## config.mk

```make
export PLATFORM = sky130hd
export DESIGN_NAME = fetch_redirect_sel
export DESIGN_NICKNAME = d
export VERILOG_FILES = /design/src/rtl/fetch_sel_pkg.sv /design/src/rtl/fetch_sel_ctrl.sv /design/src/rtl/fetch_sel_dpath.sv /design/src/rtl/fetch_redirect_sel.sv
export SDC_FILE = /design/constraint.sdc
export NUM_CORES = 1
export LEC_CHECK = 0
export BUFFER_PORTS_ARGS = -buffer_cell sky130_fd_sc_hd__buf_2
export CAP_MARGIN = 40
export CORE_MARGIN = 1.5
export CORE_UTILIZATION = 45
export DETAILED_ROUTE_END_ITERATION = 8
export PLACE_DENSITY = 0.82
export SYNTH_ARGS = -nofsm -noshare
export SYNTH_HDL_FRONTEND = slang
export SYNTH_HIERARCHICAL = 1
export SYNTH_SLANG_ARGS = --single-unit
```

## constraint.sdc

```tcl
create_clock -name clk -period 2.23 [get_ports clk]
set_clock_uncertainty 0.1 [all_clocks]
set_input_delay 0 -clock clk [delete_from_list [all_inputs] [get_ports clk]]
set_output_delay 0 -clock clk [all_outputs]
set_load 0.01 [all_outputs]
```

## src/rtl/fetch_sel_pkg.sv

```systemverilog
package fetch_sel_pkg;

  typedef enum logic [2:0] {
    SRC_SEQ  = 3'd0,
    SRC_BTAC = 3'd1,
    SRC_DEC  = 3'd2,
    SRC_BRU  = 3'd3,
    SRC_EXC  = 3'd4
  } srcSel_e;

  typedef struct packed {
    srcSel_e sel;
    logic    flush;
  } fetchStrobe_t;

endpackage

```

## src/rtl/fetch_sel_ctrl.sv

```systemverilog
module fetch_sel_ctrl
  import fetch_sel_pkg::*;
(
  input  logic         clk,
  input  logic         rstN,
  input  logic         excValid,
  input  logic         bruValid,
  input  logic         decFixValid,
  input  logic         btacHit,
  output fetchStrobe_t strobe
);

  // Latest pipeline stage wins: exception, branch unit, decode fix, target cache.
  always_comb begin
    strobe.sel   = SRC_SEQ;
    strobe.flush = 1'b0;
    if (excValid) begin
      strobe.sel   = SRC_EXC;
      strobe.flush = 1'b1;
    end else if (bruValid) begin
      strobe.sel   = SRC_BRU;
      strobe.flush = 1'b1;
    end else if (decFixValid) begin
      strobe.sel   = SRC_DEC;
      strobe.flush = 1'b1;
    end else if (btacHit) begin
      strobe.sel   = SRC_BTAC;
    end
  end

  // a target-cache guess alone never requests a flush
  assert_btac_no_flush_R5: assert property (@(posedge clk) disable iff (!rstN)
    (btacHit && !excValid && !bruValid && !decFixValid) |-> (strobe.sel == SRC_BTAC && !strobe.flush));

  // decode fix outranks target cache but yields to later stages
  assert_dec_rank_R4: assert property (@(posedge clk) disable iff (!rstN)
    (decFixValid && !excValid && !bruValid) |-> (strobe.sel == SRC_DEC));

endmodule

```

## src/rtl/fetch_sel_dpath.sv

```systemverilog
module fetch_sel_dpath
  import fetch_sel_pkg::*;
#(
  parameter int          ADDR_W      = 32,
  parameter int          BLOCK_WORDS = 8,
  parameter int          GROUP_MAX   = 4,
  parameter logic [31:0] RESET_VEC   = 32'h0000_0100
) (
  input  logic              clk,
  input  logic              rstN,
  input  fetchStrobe_t      strobe,
  input  logic [ADDR_W-1:0] excAddr,
  input  logic [ADDR_W-1:0] bruAddr,
  input  logic [ADDR_W-1:0] decFixAddr,
  input  logic [ADDR_W-1:0] btacTarget,
  output logic [ADDR_W-1:0] fetchAddr,
  output logic [$clog2(GROUP_MAX+1)-1:0] groupCount,
  output logic              flush
);

  localparam int WORD_BYTES = 4;
  localparam int DW_BYTES   = 2 * WORD_BYTES;
  localparam int IDX_W      = $clog2(BLOCK_WORDS);
  localparam int CNT_W      = $clog2(GROUP_MAX + 1);
  localparam logic [ADDR_W-1:0] DW_MASK = ~ADDR_W'(DW_BYTES - 1);

  logic [ADDR_W-1:0] pcQ, pcD, seqNext;
  logic              flushQ;
  logic [IDX_W:0]    wordsLeft;
  logic [CNT_W-1:0]  grpCnt;

  // Words remaining in the cache block from the current group start.
  assign wordsLeft = (IDX_W+1)'(BLOCK_WORDS) - {1'b0, pcQ[IDX_W+1:2]};
  assign grpCnt    = (wordsLeft < (IDX_W+1)'(GROUP_MAX)) ? CNT_W'(wordsLeft) : CNT_W'(GROUP_MAX);
  assign seqNext   = pcQ + (ADDR_W'(grpCnt) << 2);

  always_comb begin
    unique case (strobe.sel)
      SRC_EXC:  pcD = excAddr    & DW_MASK;
      SRC_BRU:  pcD = bruAddr    & DW_MASK;
      SRC_DEC:  pcD = decFixAddr & DW_MASK;
      SRC_BTAC: pcD = btacTarget & DW_MASK;
      default:  pcD = seqNext;
    endcase
  end

  always_ff @(posedge clk or negedge rstN) begin
    if (!rstN) begin
      pcQ    <= RESET_VEC[ADDR_W-1:0] & DW_MASK;
      flushQ <= 1'b0;
    end else begin
      pcQ    <= pcD;
      flushQ <= strobe.flush;
    end
  end

  assign fetchAddr  = pcQ;
  assign groupCount = grpCnt;
  assign flush      = flushQ;

  // group start stays double-word aligned
  assert_aligned_R8: assert property (@(posedge clk) disable iff (!rstN)
    fetchAddr[2:0] == 3'b000);

  // a group is non-empty and ends inside its cache block
  assert_in_block_R7: assert property (@(posedge clk) disable iff (!rstN)
    (groupCount != '0) &&
    ((32'(fetchAddr[IDX_W+1:2]) + 32'(groupCount)) <= 32'(BLOCK_WORDS)));

endmodule

```

## src/rtl/fetch_redirect_sel.sv

```systemverilog
module fetch_redirect_sel
  import fetch_sel_pkg::*;
#(
  parameter int          ADDR_W      = 32,
  parameter int          BLOCK_WORDS = 8,
  parameter int          GROUP_MAX   = 4,
  parameter logic [31:0] RESET_VEC   = 32'h0000_0100
) (
  input  logic              clk,
  input  logic              rstN,
  input  logic              excValid,
  input  logic [ADDR_W-1:0] excAddr,
  input  logic              bruValid,
  input  logic [ADDR_W-1:0] bruAddr,
  input  logic              decFixValid,
  input  logic [ADDR_W-1:0] decFixAddr,
  input  logic              btacHit,
  input  logic [ADDR_W-1:0] btacTarget,
  input  logic              bufFull,
  output logic [ADDR_W-1:0] fetchAddr,
  output logic [$clog2(GROUP_MAX+1)-1:0] groupCount,
  output logic              flush
);

  localparam logic [ADDR_W-1:0] ALIGN_MASK = ~ADDR_W'(7);

  fetchStrobe_t strobe;
  logic         anyReq;

  assign anyReq = excValid | bruValid | decFixValid | btacHit;

  fetch_sel_ctrl u_ctrl (
    .clk         (clk),
    .rstN        (rstN),
    .excValid    (excValid),
    .bruValid    (bruValid),
    .decFixValid (decFixValid),
    .btacHit     (btacHit),
    .strobe      (strobe)
  );

  fetch_sel_dpath #(
    .ADDR_W      (ADDR_W),
    .BLOCK_WORDS (BLOCK_WORDS),
    .GROUP_MAX   (GROUP_MAX),
    .RESET_VEC   (RESET_VEC)
  ) u_dpath (
    .clk        (clk),
    .rstN       (rstN),
    .strobe     (strobe),
    .excAddr    (excAddr),
    .bruAddr    (bruAddr),
    .decFixAddr (decFixAddr),
    .btacTarget (btacTarget),
    .fetchAddr  (fetchAddr),
    .groupCount (groupCount),
    .flush      (flush)
  );

  // exception request always wins and flushes
  assert_exc_wins_R2: assert property (@(posedge clk) disable iff (!rstN)
    excValid |=> (flush && fetchAddr == ($past(excAddr) & ALIGN_MASK)));

  // branch-unit redirect is taken below an exception and flushes
  assert_bru_flush_R3: assert property (@(posedge clk) disable iff (!rstN)
    (bruValid && !excValid) |=> (flush && fetchAddr == ($past(bruAddr) & ALIGN_MASK)));

  // flush only follows a flushing request
  assert_flush_source_R10: assert property (@(posedge clk) disable iff (!rstN)
    (!excValid && !bruValid && !decFixValid) |=> !flush);

  // a full buffer does not hold the sequential advance
  assert_full_ignored_R11: assert property (@(posedge clk) disable iff (!rstN)
    (bufFull && !anyReq) |=>
      (fetchAddr == $past(fetchAddr) + (ADDR_W'($past(groupCount)) << 2)));

endmodule

```

==> impl_metrics.ini <==
[logic_synthesis]
synth_ff_type = dfrtp_1
yosysSeqAreaShare = 0.264
synth_top_area_cell = dfrtp_1
yosysWarnings = 6
synth.top_cells.by_area = dfrtp_1 26%, mux2i_1 7.1%, nand4_1 3.4%
synthArstFlopShare = 1.00
synth_edf_count = 0
synth_top_area_frac = 0.255
ys_types = 57
synthCells = 348
synth.most_common_cell = dfrtp_1
ys_ff_latch = 31
synth_area_um2 = 2940
syn_area_per_cell_um2 = 8.45
synthTopCellsByCount = 30 x dfrtp_1, 21 x mux2i_1, 17 x nand2_1, 17 x nand3_1, 16 x nand4_1

[final_layout]
n_antenna_cell = 0
stdcell_count = 603
multi_input_area_um2 = 2020
nNetsFinal = 662
fin_util = 0.657
regArea_um2 = 778
num-fill-cells = 559
area_growth_pct = 41.1
drive_above_1_share = 0.399

[routing]
drcViolationCount = 0
wl_per_cell_um = 18.5
via_per_inst = 6.31
num_vias = 3802
ant_nets = 0
drt_pass1_iterations = 6
first_iter_violations = 435
totalWireLength_um = 11200

[placed_design]
routabilityCongestion = 0.893
dp_slack_ns = 0.0498
io_buffers = 155
hpwl_um = 8180
dp_cells = 578

[cts]
cts-buffers-inserted = 5
cts_tree = done
cts_sinks = 31
clockBufferDepth = 2
clk_latency_ns = 0.28
root_buffer = clkbuf_8
cts.htree.levels = 2
cts.clk_slew.worst_paths_ns = 0.07

[critical_path]
crit_type = reg2reg
arrival_ns = 2.18
start_kind = flop
crit_fanout = 9
endpoint_kind = flop
worstPathRequired_ns = 2.30

[hold_path]
min_path_type = in2reg

[die]
ios = 171
start_util = 0.466
dieArea_um2 = 7030
coreArea_um2 = 6310
die_x_um = 83.8
die-height_um = 83.8
num_rows = 29

[sta]
whs_ns = 0.0111
rsz0062_at_grt = false
final_hold_viol_count = 0
worst_slew_pin_slew_ns = 0.782
max_freq_ghz = 0.474
period_share = 0.946
fin_ws_ns = 0.119
maxSlewViolCount = 0
setup-violations-final = 0
layout_min_cycle_time_ns = 2.11
tns_ns = 0
timing.slew.headroom = 0.478

[global_route]
grt_start_max_net_pins = 32
grtUsageMet2 = 0.542
globalRouteOverflowTotal = 0
grt_pass1_wl_um = 17600
grt_use_met1 = 0.395
gr-max-usage-layer = met2
grt_pass1_vias = 3628
met3_usage = 0.0534
grtUsageTotal = 0.312
antenna_found_initial = 0

[pwr]
p_sw_mw = 1.03
irDropWorstVdd_mv = 0.349
internal_power_mw = 1.42
p_sw_frac = 0.420
power_per_cell_area_nw_per_um2 = 591
pwr-share-seq = 0.359
p_leak_nw = 1.86
pwr-share-comb = 0.462
pwr-share-clk = 0.179

[run]
drv_cap = 0

[run_status]
outcome = completed
==> cell families after synthesis <==
kind of cell / count (synthesis) / share of synthesized area
muxes: 26 / 0.0906
xor gates and xnor gates: 7 / 0.0209
DFF: 31 / 0.264
and+or+nand+nor: 118 / 0.240
other: 1 / 0.00128
buffers and inverters: 39 / 0.0604
adders and majority gates: 2 / 0.00851
AOI/OAI and AO/OA: 124 / 0.314
==> metal layers <==
metal,up-vias,part of all wire
met5,-,0
met4,0,0.021
met3,27,0.097
met2,260,0.49
met1,1764,0.39
li1,1751,-
==> placed cells by master (no fill, tap or decap), drive strengths merged, types with 8 or more instances in the layout <==
cell	Yosys	final
dfrtp	30	30
buf	15	183
o22ai	12	12
dlygate4sd3	0	15
a21oi	10	10
a22oi	11	11
nor2	9	9
a22o	9	9
a31oi	8	8
inv	10	10
nand4	17	17
nand2	17	17
o21ai	14	14
o211ai	9	9
nand2b	9	9
mux2i	21	21
nand3	17	17
==> stage by stage <==
step,instance area [um2],power [mW]
floorplan,2940,1.46
global placement,3880,1.91
detailed placement,3880,1.94
CTS,4120,2.41
global route,4150,2.60
finish,4150,2.45
==> sequential cells by signal, indices dropped and copies added, names as in the netlist <==
signal / cells
u_dpath/fetchAddr: 30
u_dpath/flush: 1
==> power groups by stage <==
| stage | clock (mW) | sequential (mW) | combinational (mW) |
|---|---|---|---|
| floorplan | 0 | 0.891 | 0.567 |
| global placement | 0 | 0.876 | 1.04 |
| detailed placement | 0 | 0.882 | 1.06 |
| CTS | 0.448 | 0.872 | 1.09 |
| global route | 0.472 | 0.900 | 1.23 |
| finish | 0.440 | 0.880 | 1.13 |
==> final timing paths <==
kind | from | to | slack, ns | cells after the start
worst min register to register | u_dpath/fetchAddr[16]$_DFF_PN0_ | u_dpath/fetchAddr[16]$_DFF_PN0_ | 0.53 | 2
max in group asynchronous | rstN | u_dpath/fetchAddr[4]$_DFF_PN0_ | 1.30 | 2
worst max register to register | u_dpath/fetchAddr[2]$_DFF_PN0_ | u_dpath/fetchAddr[11]$_DFF_PN0_ | 0.12 | 7
worst min-delay path | bruAddr[8] | u_dpath/fetchAddr[8]$_DFF_PN1_ | 0.01 | 3
worst max-delay path | u_dpath/fetchAddr[2]$_DFF_PN0_ | u_dpath/fetchAddr[11]$_DFF_PN0_ | 0.12 | 7
min in group asynchronous | rstN | u_dpath/flush$_DFF_PN0_ | 0.22 | 2
==> worst max-delay path, cell delays in order (launching register included) <==
cell	delay [ns]
dfrtp_1	0.39
inv_1	0.17
ha_4	0.25
a22oi_1	0.24
o21a_2	0.29
buf_2	0.22
nor3_1	0.08
a211o_1	0.26
==> final cells by class <==
class,instances,area share
clock buffer,5,0.0166
timing repair buffer,198,0.274
multi-input combinational,279,0.486
clock inverter,3,0.00362
sequential,31,0.188
tap,77,0.0232
inverter,10,0.00904
==> timing repair <==
item | in CTS | in global routing
endpoints found under the setup margin | 0 | 12
setup buffers | 0 | 2
hold buffers | 15 | 0
resized for setup | 0 | 4
endpoints found under the hold margin | 38 | 0
No activity file was read; power rests on OpenSTA's default activity.
